$ cat src/rtl/sdram_spacing_check.sv
module sdram_spacing_check #(
  parameter int TCK_PS     = 3000,
  parameter int TRRD_PS    = 7500,
  parameter int TWR_PS     = 15000,
  parameter int TRP_PS     = 15000,
  parameter int TRTP_PS    = 7500,
  parameter bit SLOW_GRADE = 1'b0,
  parameter int WDATA_CYC  = 4,
  parameter int NUM_BANKS  = 8,
  localparam int BW = (NUM_BANKS > 1) ? $clog2(NUM_BANKS) : 1
) (
  input  logic          clk,
  input  logic          rst,
  input  logic [2:0]    cmd,
  input  logic [BW-1:0] bank,
  output logic          viol,
  output logic [2:0]    code
);

  function automatic int cdiv(input int ps);
    return (ps + TCK_PS - 1) / TCK_PS;
  endfunction

  function automatic int imax(input int a, input int b);
    return (a > b) ? a : b;
  endfunction

  localparam int TWTR_PS = SLOW_GRADE ? 10000 : 7500;
  localparam int S_RRD = cdiv(TRRD_PS);
  localparam int S_RTP = cdiv(TRTP_PS);
  localparam int S_WTR = WDATA_CYC + cdiv(TWTR_PS);
  localparam int S_WR  = WDATA_CYC + cdiv(TWR_PS);
  localparam int S_DAL = WDATA_CYC + cdiv(TWR_PS) + cdiv(TRP_PS);
  localparam int S_MAX = imax(imax(imax(S_RRD, S_RTP), imax(S_WTR, S_WR)), imax(S_DAL, 1));
  localparam int CW = $clog2(S_MAX + 1);

  localparam logic [CW-1:0] L_RRD = CW'(imax(S_RRD - 1, 0));
  localparam logic [CW-1:0] L_RTP = CW'(imax(S_RTP - 1, 0));
  localparam logic [CW-1:0] L_WTR = CW'(imax(S_WTR - 1, 0));
  localparam logic [CW-1:0] L_WR  = CW'(imax(S_WR  - 1, 0));
  localparam logic [CW-1:0] L_DAL = CW'(imax(S_DAL - 1, 0));

  function automatic logic [CW-1:0] dec(input logic [CW-1:0] c);
    return (c == '0) ? '0 : c - 1'b1;
  endfunction

  logic [CW-1:0] rrd_cnt, wtr_cnt;
  logic [BW-1:0] rrd_bank;
  logic [CW-1:0] wr_cnt  [NUM_BANKS];
  logic [CW-1:0] rtp_cnt [NUM_BANKS];
  logic [CW-1:0] dal_cnt [NUM_BANKS];

  wire is_nop = (cmd == 3'd0);
  wire is_act = (cmd == 3'd1);
  wire is_rd  = (cmd == 3'd2);
  wire is_wr  = (cmd == 3'd3);
  wire is_pre = (cmd == 3'd4);
  wire is_wra = (cmd == 3'd5);

  wire hit_rrd = is_act && (rrd_cnt != '0) && (bank != rrd_bank);
  wire hit_wr  = is_pre && (wr_cnt[bank] != '0);
  wire hit_wtr = is_rd  && (wtr_cnt != '0);
  wire hit_rtp = is_pre && (rtp_cnt[bank] != '0);
  wire hit_dal = is_act && (dal_cnt[bank] != '0);

  logic [2:0] nxt_code;
  always_comb begin
    if      (hit_rrd) nxt_code = 3'd1;
    else if (hit_wr)  nxt_code = 3'd2;
    else if (hit_wtr) nxt_code = 3'd3;
    else if (hit_rtp) nxt_code = 3'd4;
    else if (hit_dal) nxt_code = 3'd5;
    else              nxt_code = 3'd0;
  end

  always_ff @(posedge clk) begin
    if (rst) begin
      viol     <= 1'b0;
      code     <= 3'd0;
      rrd_cnt  <= '0;
      wtr_cnt  <= '0;
      rrd_bank <= '0;
      for (int b = 0; b < NUM_BANKS; b++) begin
        wr_cnt[b]  <= '0;
        rtp_cnt[b] <= '0;
        dal_cnt[b] <= '0;
      end
    end else begin
      viol    <= (nxt_code != 3'd0);
      code    <= nxt_code;
      rrd_cnt <= is_act ? L_RRD : dec(rrd_cnt);
      wtr_cnt <= (is_wr || is_wra) ? L_WTR : dec(wtr_cnt);
      if (is_act) rrd_bank <= bank;
      for (int b = 0; b < NUM_BANKS; b++) begin
        wr_cnt[b]  <= (is_wr  && bank == BW'(b)) ? L_WR  : dec(wr_cnt[b]);
        rtp_cnt[b] <= (is_rd  && bank == BW'(b)) ? L_RTP : dec(rtp_cnt[b]);
        dal_cnt[b] <= (is_wra && bank == BW'(b)) ? L_DAL : dec(dal_cnt[b]);
      end
    end
  end

  assert_reset_clears_R10: assert property (@(posedge clk) rst |=> (!viol && code == 3'd0 && rrd_cnt == '0 && wtr_cnt == '0));
  assert_code_idle_R2: assert property (@(posedge clk) disable iff (rst) !viol |-> code == 3'd0);
  assert_code_range_R2: assert property (@(posedge clk) disable iff (rst) viol |-> (code >= 3'd1 && code <= 3'd5));
  assert_nop_quiet_R9: assert property (@(posedge clk) disable iff (rst) is_nop |=> !viol);
  assert_act_codes_R3: assert property (@(posedge clk) disable iff (rst) is_act |=> (!viol || code == 3'd1 || code == 3'd5));
  assert_pre_codes_R4: assert property (@(posedge clk) disable iff (rst) is_pre |=> (!viol || code == 3'd2 || code == 3'd4));
  assert_rd_codes_R5: assert property (@(posedge clk) disable iff (rst) is_rd |=> (!viol || code == 3'd3));
  assert_write_quiet_R9: assert property (@(posedge clk) disable iff (rst) (is_wr || is_wra) |=> !viol);
  assert_rrd_bound_R3: assert property (@(posedge clk) disable iff (rst) rrd_cnt <= L_RRD);
  assert_rrd_count_R3: assert property (@(posedge clk) disable iff (rst) (!is_act && rrd_cnt != '0) |=> rrd_cnt == $past(rrd_cnt) - 1'b1);
  assert_wtr_bound_R5: assert property (@(posedge clk) disable iff (rst) wtr_cnt <= L_WTR);

endmodule

$ cat config.mk
export PLATFORM = sky130hd
export DESIGN_NAME = sdram_spacing_check
export DESIGN_NICKNAME = d
export VERILOG_FILES = /design/src/rtl/sdram_spacing_check.sv
export SDC_FILE = /design/constraint.sdc
export NUM_CORES = 1
export LEC_CHECK = 0
export ABC_AREA = 1
export ABC_CLOCK_PERIOD_IN_PS = 2900
export BUFFER_PORTS_ARGS = -buffer_cell sky130_fd_sc_hd__buf_2
export CAP_MARGIN = 0
export CORE_MARGIN = 3
export CORE_UTILIZATION = 55
export DETAILED_ROUTE_END_ITERATION = 12
export MAX_ROUTING_LAYER = met4
export PLACE_DENSITY = 0.71
export SYNTH_ARGS = -nofsm -noshare
export SYNTH_HDL_FRONTEND = slang
export SYNTH_SLANG_ARGS = --single-unit
$ cat constraint.sdc
create_clock -name clk -period 2.9 [get_ports clk]
set_input_delay 0.435 -clock clk [delete_from_list [all_inputs] [get_ports clk]]
set_output_delay 0.435 -clock clk [all_outputs]
set_load 0.02 [all_outputs]
# [After elaboration in Yosys (flattened, before gate mapping)]
# Memories as Yosys holds them, arrays and structs flattened.
# Index checks and enable logic that the tools add are counted.
[word_totals] output_inout_bits=4 regBits=15 in_bits=8 wordCells=223 rom_bits=0 mem_count=3 latchBits=0 mem_bits_rw=96
[op_classes] n_mux=84 bitwise=24 add_sub_neg=26 div=0 n_lt_le_gt_ge=0 shifts=0 n_reduce_logical=66 n_mul=0 n_eq_ne=13
[mem_list] name="dal_cnt" words=8 width=4 read_ports=9 rd_clocked_by_memory_dff=0 write_ports=8 line_no="51" text="logic [CW-1:0] dal_cnt [NUM_BANKS];"
[mem_list] name="rtp_cnt" words=8 width=4 read_ports=9 rd_clocked_by_memory_dff=0 write_ports=8 line_no="50" text="logic [CW-1:0] rtp_cnt [NUM_BANKS];"
[mem_list] name="wr_cnt" words=8 width=4 read_ports=9 rd_clocked_by_memory_dff=0 write_ports=8 line_no="49" text="logic [CW-1:0] wr_cnt [NUM_BANKS];"
[op_table] op="two-way mux 4 bit" n=72
[op_table] op="logical NOT 4 bit" n=26
[op_table] op="subtractor 4 x 1 -> 4 bit (second input constant)" n=26
[op_table] op="logical AND 1 bit" n=30
[op_table] op="OR 1 bit" n=24
[op_table] op="two-way mux 3 bit" n=7
[op_table] op="nonzero test 4 bit" n=5
[op_table] op="equality test 3 bit (second input constant)" n=6
[op_table] op="equality test 3 x 2 -> 1 bit (second input constant)" n=4
[op_table] op="equality test 3 x 1 -> 1 bit (second input constant)" n=2
[op_table] op="OR reduction 3 bit" n=2
[op_table] op="two-way mux 2 bit" n=2
[op_table] op="logical NOT 3 bit" n=1
[op_table] op="two-way mux 1 bit" n=3
[op_table] op="inequality test 3 bit" n=1
[op_table] op="nonzero test 3 bit" n=1
[op_table] op="logical OR 1 bit" n=1

# [Logic depth before layout (Yosys ltp)]
# Gate-level depths: netlist of the first run.
# An unclocked memory read counts as a cell.
[logic_depth] ltp_word=9 mapped_depth=11

# [Worst setup path after synthesis of the first run]
# Ideal clock, no wire load.
[synth_path] path_kind="in2reg" startpoint="input port bank[0]" endpoint="memory rtp_cnt[4][3] (netlist name)" path_slack_ns=1.532 arrival_ns=1.252 setup_time_ns=0.116 path_stages=7 path_cell_list="nor2_1 inv_1 nor2_1 inv_1 nor2_1 nor2_1 and3_1"
[synth_rtl] item="start: declaration" line_no="15" text="input logic [BW-1:0] bank,"
[synth_rtl] item="end: declaration" line_no="50"

==> reports/results.txt, run 1 <==
Status -> finished clean
Slew HR -> 58.35%
# rows -> 34
H-tree levels -> 3
Place WS -> 1118 ps
Crit-path leading delay family -> simple AND/OR/NAND/NOR gates
# hold bufs at CTS -> 0
CP max stage cell -> nor2_1
Vias/cell -> 5.134
Logic pwr share -> 39.3%
Final setup violation count -> 0
Final worst slack -> 1465 ps
Initial Utilization -> 56.72%
Gr ovfl total -> 0
Syn Area/Cell -> 7.112 um2
HP Class -> input port to flip-flop
Nets -> 738
Placed cell areas -> 0.005127 mm2
Worst Path Arrival -> 1750 ps
Mapped Area -> 0.004971 mm2
Final GP Congestion -> 0.8517
Worst path max stage delay -> 390 ps
I/O Buffers -> 11
CTS Sinks -> 111
Skew-Pair Late Insertion Delay -> 360 ps
Drc violations -> 0
Power share of the clock group -> 16.6%
Core area -> 0.008763 mm2
Root buf cell -> clkbuf_8
Critical path data required time -> 3210 ps
Warnings from Yosys -> 0
Wire per inst -> 11.95 um
# diodes -> 0
Hold WS -> 410.1 ps
Gr usage total -> 21.27%
CTS tree -> done
Critical path peak fanout -> 7
IO Pins -> 12
Die ar. -> 0.01022 mm2
Peak supply drop -> 528.9 uV
GR Layer Usage met3 -> 3.737%
Initial antenna violation count -> 0
Mapped Nets -> 723
Worst-margin pin slew -> 621.4 ps
Largest net degree at the start of global routing -> 43
Chip width -> 101.1 um
Startpoint Class -> input port
Layout cells sized above 1 -> 6.685%
P_int -> 3086 uW
WL final -> 9.867 mm
M1 GR Usage -> 27.47%
Part of the cycle the worst path needs -> 49.48%
Die Y -> 101.1 um
Longest Clk Path Bufs -> 2
Register share of total power -> 44.1%
Synthesized flop and latch total -> 111
Clk_skew -> 8.409 ps
Post-synthesis sequential area ratio -> 44.70%
Post-CTS setup buffers -> 0
Slew Viols, Final -> 0
Final Hold Viols -> 0
Leak Pwr -> 0.002500 uW
Syn-to-layout area delta -> 6.620%
DR vias -> 4241
Syn Inst Count -> 699
Fin area -> 0.005300 mm2
Pwr dens -> 961.2 mW/mm2
M2 GR Usage -> 33.45%
Clk slew on worst S/H paths -> 100 ps
First-pass GRT wire length -> 17.21 mm
Detailed placement HPWL -> 7.355 mm
Fmax -> 696.8 MHz
Crit path top cell by count -> inv_1
Kind of critical path -> input port to flip-flop
Switching share of power -> 39.43%
RSZ-0062 raised after global routing -> false
Total CTS buffers -> 9
Max cap viols -> 0
Setup TNS -> 0 ps
Crit. End Element -> flip-flop
Net Switching -> 2009 uW
Commonest non-fill, non-tap cell in the layout -> nand2_1
Drt initial violations -> 156
Most frequent cells in the layout -> nand2_1, inv_1, dfxtp_1, nor2_1, a21oi_1
Vias in the first global route -> 4062
WP buf/inv -> 5
Number of detailed-routing iterations run before antenna repair -> 4
Post-DRT Antenna Nets -> 0
Cts repair resizes -> 0
Worst-path cell chain -> buf_2 -> nor2_1 -> inv_1 -> nor2_1 -> inv_1 -> nor2_1 -> inv_1 -> o21ai_0 -> o21ai_0 -> inv_1
Min cycle time layout -> 1435 ps
Count of different cell masters after synthesis -> 27
Grt peak-use layer -> met2
-- flip-flops by register name (all words and copies together) (netlist names) --
signal    flops
code          3
wtr_cnt       4
wr_cnt       32
rrd_cnt       4
rtp_cnt      32
dal_cnt      32
rrd_bank      3
viol          1
-- worst paths after layout --
check	from	slack [ps]	end	cells past startpoint
setup / recovery	bank[0]	1460	dal_cnt[4][3]	10
setup reg to reg	wtr_cnt[0]	1500	viol	8
hold reg to reg	wr_cnt[5][0]	420	wr_cnt[5][0]	1
hold / removal	bank[0]	410	rrd_bank[0]	3
-- stage by stage --
stage	cells	power (uW)	util [%]
2_1_floorplan	699	3825	-
3_3_place_gp	811	4166	58.51
3_5_place_dp	811	4277	58.51
4_1_cts	826	5125	60.48
5_1_grt	826	5598	60.48
6_report	826	5094	60.48
-- Yosys cell counts --
library cell / instances / area share (%)
nand2_1: 146 / 11
inv_1: 121 / 9.1
dfxtp_1: 111 / 45
nor2_1: 98 / 7.4
a21oi_1: 48 / 4.8
nand3_1: 40 / 4.0
o21ai_0: 27 / 2.7
a31oi_1: 18 / 2.3
ha_1: 16 / 4.0
or2_2: 16 / 2.0
o211ai_1: 13 / 2.0
nor3_1: 7 / 0.70
clkbuf_1: 6 / 0.45
nand4_1: 5 / 0.63
nand3b_1: 4 / 0.60
a21boi_0: 3 / 0.45
clkinv_1: 3 / 0.23
nor3_2: 3 / 0.60
o31ai_1: 3 / 0.45
xnor2_1: 3 / 0.53
nor2_2: 2 / 0.25
a221oi_1: 1 / 0.18
and3_1: 1 / 0.13
buf_2: 1 / 0.10
clkbuf_4: 1 / 0.15
clkbuf_8: 1 / 0.28
o21a_1: 1 / 0.15
-- layer usage --
| layer | share of wire [%] | vias up |
|---|---|---|
| met1 | 49 | 1923 |
| met4 | 1.9 | 0 |
| met3 | 3.0 | 16 |
| met2 | 46 | 56 |
| met5 | 0 | - |
| li1 | - | 2246 |
-- final cells by class --
| cell class | count | area [um2] |
|---|---|---|
| fill | 834 | 3463 |
| multi-input combinational | 455 | 2235 |
| sequential | 111 | 2222 |
| inverter | 124 | 465.4 |
| clock buffer | 11 | 141.4 |
| tap | 108 | 135.1 |
| timing repair buffer | 13 | 70.07 |
| clock inverter | 4 | 31.28 |
-- power groups by stage --
stage | Clock [uW] | Sequential (uW) | Combinational [uW]
2_1_floorplan | 0 | 2220 | 1600
3_3_place_gp | 0 | 2260 | 1910
3_5_place_dp | 0 | 2280 | 2000
4_1_cts | 867 | 2250 | 2010
5_1_grt | 918 | 2300 | 2380
6_report | 844 | 2250 | 2000
-- kinds of logic (layout without fill, tap and decap cells) --
group	count (synthesis)	count (layout)	synth area share (%)
flops	111	111	44.70
compound gates	114	114	13.01
buf+inv	133	152	10.34
xor+xnor	3	3	0.5287
fa+ha+maj	16	16	4.027
simple gates	322	322	27.38
-- tightest hold or removal path, cell delays in order --
cell	delay [ps]
buf_2	150
inv_1	90
a21oi_1	60
Power figures use the tool's default switching activity.
==> run 2: changes to the inputs <==
--- a/config.mk
+++ b/config.mk
@@ -6,14 +6,14 @@
 export NUM_CORES = 1
 export LEC_CHECK = 0
 export ABC_AREA = 1
-export ABC_CLOCK_PERIOD_IN_PS = 2900
+export ABC_CLOCK_PERIOD_IN_PS = 1200
 export BUFFER_PORTS_ARGS = -buffer_cell sky130_fd_sc_hd__buf_2
 export CAP_MARGIN = 0
 export CORE_MARGIN = 3
 export CORE_UTILIZATION = 55
 export DETAILED_ROUTE_END_ITERATION = 12
 export MAX_ROUTING_LAYER = met4
-export PLACE_DENSITY = 0.71
+export PLACE_DENSITY = 0.74
 export SYNTH_ARGS = -nofsm -noshare
 export SYNTH_HDL_FRONTEND = slang
 export SYNTH_SLANG_ARGS = --single-unit
==> constraint.sdc (replaced) <==
create_clock -name clk -period 1.2 [get_ports clk]
set_input_delay 0.18 -clock clk [delete_from_list [all_inputs] [get_ports clk]]
set_output_delay 0.18 -clock clk [all_outputs]
set_load 0.02 [all_outputs]
==> run 2 against run 1 <==
Effect of this change: wire length increased by 20%; core utilization rose by 12 points; worst hold slack worse by 170 ps; final cell count rose by 9.7%; combinational power grew to 3.7 times the previous value; sequential power is 150% higher; total power grew to 3.0 times the previous value; design area increased by 20%; largest power group is now combinational logic; the run now ends with setup timing left.
==> reports/results.txt, run 2 (same netlist as run 1, synthesis figures left out) <==
Setup TNS -> -537.9 ps
Clk_skew -> 14.44 ps
Max cap viols -> 0
Worst path max stage delay -> 340 ps
Crit. End Element -> flip-flop
Fmax -> 764.8 MHz
Crit path top cell by count -> nand2_1
H-tree levels -> 3
Critical path peak fanout -> 2
Slew HR -> 74.90%
Clk slew on worst S/H paths -> 110 ps
Commonest non-fill, non-tap cell in the layout -> nand2_1
Part of the cycle the worst path needs -> 109.0%
Place WS -> -251.6 ps
Root buf cell -> clkbuf_8
# diodes -> 0
Drt initial violations -> 240
Drc violations -> 0
WL final -> 11.81 mm
IO Pins -> 12
CTS Sinks -> 111
Status -> finished with violations
Hold WS -> 237.4 ps
Largest registers -> dal_cnt (32), rtp_cnt (32), wr_cnt (32)
HP Class -> input port to flip-flop
Layout cells sized above 1 -> 30.45%
Number of detailed-routing iterations run before antenna repair -> 5
Gr ovfl total -> 0
Nets -> 817
CP max stage cell -> dfxtp_1
Initial antenna violation count -> 0
WP buf/inv -> 1
Crit-path leading delay family -> simple AND/OR/NAND/NOR gates
Min cycle time layout -> 1308 ps
Longest Clk Path Bufs -> 2
First-pass GRT wire length -> 19.06 mm
Final worst slack -> -107.6 ps
Final setup violation count -> 12
Syn-to-layout area delta -> 28.39%
Chip width -> 101.1 um
Most frequent cells in the layout -> nand2_1, inv_1, dfxtp_1, buf_4, nor2_1
Wire per inst -> 13.03 um
Gr usage total -> 23.59%
Vias in the first global route -> 4471
Core area -> 0.008763 mm2
Slew Viols, Final -> 0
Critical path data required time -> 1470 ps
Vias/cell -> 5.238
Worst-margin pin slew -> 374.8 ps
CTS tree -> done
Kind of critical path -> flip-flop to flip-flop
Final GP Congestion -> 0.8606
Detailed placement HPWL -> 8.026 mm
Startpoint Class -> flip-flop
Pwr dens -> 2427 mW/mm2
Total CTS buffers -> 9
Leak Pwr -> 0.002995 uW
Final Hold Viols -> 0
Largest net degree at the start of global routing -> 38
# hold bufs at CTS -> 0
I/O Buffers -> 11
DR vias -> 4746
# rows -> 34
Die ar. -> 0.01022 mm2
Failing checks -> setup timing
Tot Pwr -> 15490 uW
Initial Utilization -> 56.72%
RSZ-0062 raised after global routing -> true
Die Y -> 101.1 um
Worst-path cell chain -> nor2_2 -> nand3b_1 -> nand2_1 -> inv_1 -> nor2_1 -> nand2_1 -> nand3_2 -> nand2_1 -> nand2_1 -> nand3_1
Worst Path Arrival -> 1570 ps
Post-DRT Antenna Nets -> 0
Peak supply drop -> 1395 uV
Skew-Pair Late Insertion Delay -> 370 ps
run 2: changes by cell type in the layout (fill, tap and decap cells not counted), sizes merged:
| cell | before | now |
|---|---|---|
| clkinvlp | 3 | 2 |
| bufinv | 0 | 2 |
| buf | 13 | 92 |
| clkbuf | 11 | 10 |
| clkinv | 3 | 4 |
run 2: area by class of cell:
cell class / instances / area [um2]
Tap cell: 108 / 135.1
Fill cell: 664 / 2381
Timing Repair Buffer: 92 / 699.4
Clock buffer: 10 / 137.6
Inverter: 124 / 467.9
Multi-Input combinational cell: 455 / 2595
Clock inverter: 6 / 92.59
Sequential cell: 111 / 2255
run 2: report_power, final:
group          internal [uW]  switching (uW)
Sequential              4850             773
Combinational           3460            3870
Clock                   1240            1290
Total                   9550            5930
run 2: per-layer routing:
layer | global-route usage, % | vias to the layer above | share of wire [%]
li1 | - | 2409 | -
met5 | - | - | 0
met1 | 28.69 | 2200 | 44
met3 | 4.498 | 24 | 4.2
met2 | 40.04 | 113 | 50
met4 | 6.339 | 0 | 1.7
run 2: stage by stage:
step                      cells  utilization (%)  instance area (um2)
after floorplan             699                -                 4981
after global routing        906            72.83                 6382
after detailed placement    877            64.56                 5658
after CTS                   898            69.00                 6047
final                       906            72.83                 6382
after global placement      877            64.56                 5658
run 2: worst paths after layout:
check / slack, ps / startpoint / depth (start not counted) / end
max: -110 / wr_cnt[7][1] / 10 / viol
min: 240 / rst / 3 / rtp_cnt[5][1]
max reg2reg: -110 / wr_cnt[7][1] / 10 / viol
min reg2reg: 410 / wr_cnt[1][0] / 1 / wr_cnt[1][0]
run 2: worst register-to-register path, stage by stage (launching register included):
cell and delay [ps]:
dfxtp_1 340, nor2_2 140, nand3b_1 130, nand2_1 80, inv_1 40, nor2_1 120
nand2_1 80, nand3_2 80, nand2_1 50, nand2_1 70, nand3_1 70
run 2: what timing repair did:
item                                    4_1_cts  5_1_grt
gates resized for setup                      45       97
pin swaps                                    20       36
endpoints found under the setup margin       12       49
setup buffers                                 5        8
==> run 3: changes to the inputs <==
--- a/config.mk
+++ b/config.mk
@@ -9,11 +9,13 @@
 export ABC_CLOCK_PERIOD_IN_PS = 1200
 export BUFFER_PORTS_ARGS = -buffer_cell sky130_fd_sc_hd__buf_2
 export CAP_MARGIN = 0
+export CELL_PAD_IN_SITES_DETAIL_PLACEMENT = 1
+export CELL_PAD_IN_SITES_GLOBAL_PLACEMENT = 1
 export CORE_MARGIN = 3
-export CORE_UTILIZATION = 55
+export CORE_UTILIZATION = 41
 export DETAILED_ROUTE_END_ITERATION = 12
 export MAX_ROUTING_LAYER = met4
-export PLACE_DENSITY = 0.74
+export PLACE_DENSITY = 0.75
 export SYNTH_ARGS = -nofsm -noshare
 export SYNTH_HDL_FRONTEND = slang
 export SYNTH_SLANG_ARGS = --single-unit
==> run 3 against run 2 <==
Effect of this change: clock power is 26% higher; first-iteration DRC count is 29% lower; maximum frequency is 0.61% higher; non-clock buffer count is 26 higher; largest cell class unchanged; the run still ends with setup timing left; register-to-register slack hardly changed; clock-buffer cell count stayed put; final cell count is 6.7% higher; combinational power is 12% higher; wire length is 25% higher; clock skew is 6.8 ps lower.
==> reports/results.txt, run 3 (same netlist as run 1, synthesis figures left out) <==
Status -> finished with violations
Failing checks -> setup timing
Switching share of power -> 37.82%
DR vias -> 4884
Die Y -> 116.1 um
Final Hold Viols -> 0
Largest net degree at the start of global routing -> 36
Most frequent cells in the layout -> nand2_1, buf_4, inv_1, dfxtp_1, nor2_1
Tot Pwr -> 16930 uW
Drc violations -> 0
Crit. End Element -> flip-flop
CTS Sinks -> 111
DRT met1 WL -> 6.341 mm
Clk_skew -> 7.676 ps
Skew-Pair Late Insertion Delay -> 360 ps
Gr usage total -> 22.43%
Final setup violation count -> 11
Register share of total power -> 32.9%
Slew HR -> 74.13%
Longest Clk Path Bufs -> 2
CP max stage cell -> dfxtp_2
Power share of the clock group -> 18.9%
Vias in the first global route -> 5290
Total CTS buffers -> 9
Number of detailed-routing iterations run before antenna repair -> 4
Startpoint Class -> flip-flop
Post-DRT Antenna Nets -> 0
Reg2reg setup slack -> -100 ps
HP Class -> input port to flip-flop
Crit path top cell by count -> nand2_1
Worst-path cell chain -> inv_2 -> nand4_1 -> nand2_1 -> inv_1 -> nor2_2 -> nand2_1 -> nand3_2 -> nand2_1 -> nand2_1 -> nand3_1
CP startpoint -> wr_cnt[2][0]
First-pass GRT wire length -> 23.50 mm
Detailed placement HPWL -> 10.39 mm
Crit-path leading delay family -> simple AND/OR/NAND/NOR gates
Final GP Congestion -> 0.7932
Util after Layout -> 57.51%
Reg-to-reg endpoint -> viol
Worst Path Arrival -> 1550 ps
WL met2 -> 7.982 mm
Cell depth of the worst hold path -> 3
Critical path peak fanout -> 2
# diodes -> 0
Layout cells sized above 1 -> 30.22%
Nets -> 843
Initial Utilization -> 42.80%
FF-to-FF path depth -> 10
IO Pins -> 12
Critical path data required time -> 1450 ps
Chip width -> 116.1 um
Commonest non-fill, non-tap cell in the layout -> nand2_1
P_int -> 10530 uW
Wire per inst -> 15.31 um
Place WS -> -324.6 ps
Hold Path End -> dal_cnt[2][0]
HP Start -> rst
RSZ-0062 raised after global routing -> true
Kind of critical path -> flip-flop to flip-flop
Max cap viols -> 0
WL final -> 14.81 mm
Logic pwr share -> 48.2%
Core area -> 0.01161 mm2
Worst r2r src -> wr_cnt[2][0]
# rows -> 39
Initial antenna violation count -> 0
WL met3 -> 188 um
WP buf/inv -> 2
Net Switching -> 6403 uW
Pwr dens -> 2535 mW/mm2
Root buf cell -> clkbuf_16
Final worst slack -> -99.68 ps
Final non-filler cell total -> 967
Largest registers -> dal_cnt (32), rtp_cnt (32), wr_cnt (32)
Min cycle time layout -> 1300 ps
I/O Buffers -> 11
Syn-to-layout area delta -> 34.36%
Worst path max stage delay -> 330 ps
Slew Viols, Final -> 0
Fmax -> 769.4 MHz
Leak Pwr -> 0.003162 uW
Inst Count DP -> 935
Die ar. -> 0.01348 mm2
CTS tree -> done
Setup TNS -> -606.7 ps
Clk slew on worst S/H paths -> 70 ps
H-tree levels -> 3
Gr ovfl total -> 0
Worst-margin pin slew -> 385.2 ps
Part of the cycle the worst path needs -> 108.3%
Max layer used -> met4
Drt initial violations -> 171
Vias/cell -> 5.051
Peak supply drop -> 1457 uV
[run 3: cell types whose count changed in the layout (fill, tap and decap cells not counted), sizes merged]
cell / before / now
inv: 122 / 121
clkinv: 4 / 5
buf: 92 / 118
[run 3: worst min-delay path: cells and delay by family]
| kind | cells | cell delay, ps |
|---|---|---|
| compound gates | 1 | 60 |
| buf+inv | 2 | 310 |
[run 3: repair_timing]
item,4_1_cts,5_1_grt
buffers inserted,7,10
pin swaps,18,39
setup endpoints to repair,27,59
gates resized for setup,42,83
hold buffers,0,0
[run 3: worst max-delay path by stage]
stage,to,cells after the start
floorplan,wr_cnt[3][2],6
global placement,wr_cnt[5][2],8
detailed placement,wr_cnt[5][1],8
CTS,viol,10
global route,viol,8
finish,viol,10
[run 3: metrics by stage]
stage                     hold WS, ps  area (um2)
after floorplan                 347.2        4981
after global placement          401.6        5874
after detailed placement        405.3        5874
after CTS                       245.9        6354
after global routing            260.4        6679
final                           242.5        6679
[run 3: area by class of cell]
| cell class | count | area (um2) |
|---|---|---|
| inverters | 124 | 470.5 |
| clock buffers | 10 | 229.0 |
| flip-flops and latches | 111 | 2243 |
| well taps | 143 | 178.9 |
| multi-input cells | 455 | 2577 |
| fillers | 1456 | 4935 |
| repair buffers | 118 | 894.6 |
| clock inverters | 6 | 85.08 |
[run 3: power groups by stage]
stage,Combinational [uW],Clock (uW),Sequential (uW)
after CTS,7100,3240,5410
after global routing,9180,3410,5700
after global placement,6040,0,5360
after detailed placement,6540,0,5440
final,8170,3200,5570
after floorplan,3910,0,5380
[run 3: metal layers]
| layer | global-route usage [%] | vias up |
|---|---|---|
| met2 | 40.74 | 30 |
| met5 | - | - |
| met1 | 24.94 | 2357 |
| met4 | 8.353 | 0 |
| li1 | - | 2473 |
| met3 | 3.109 | 24 |
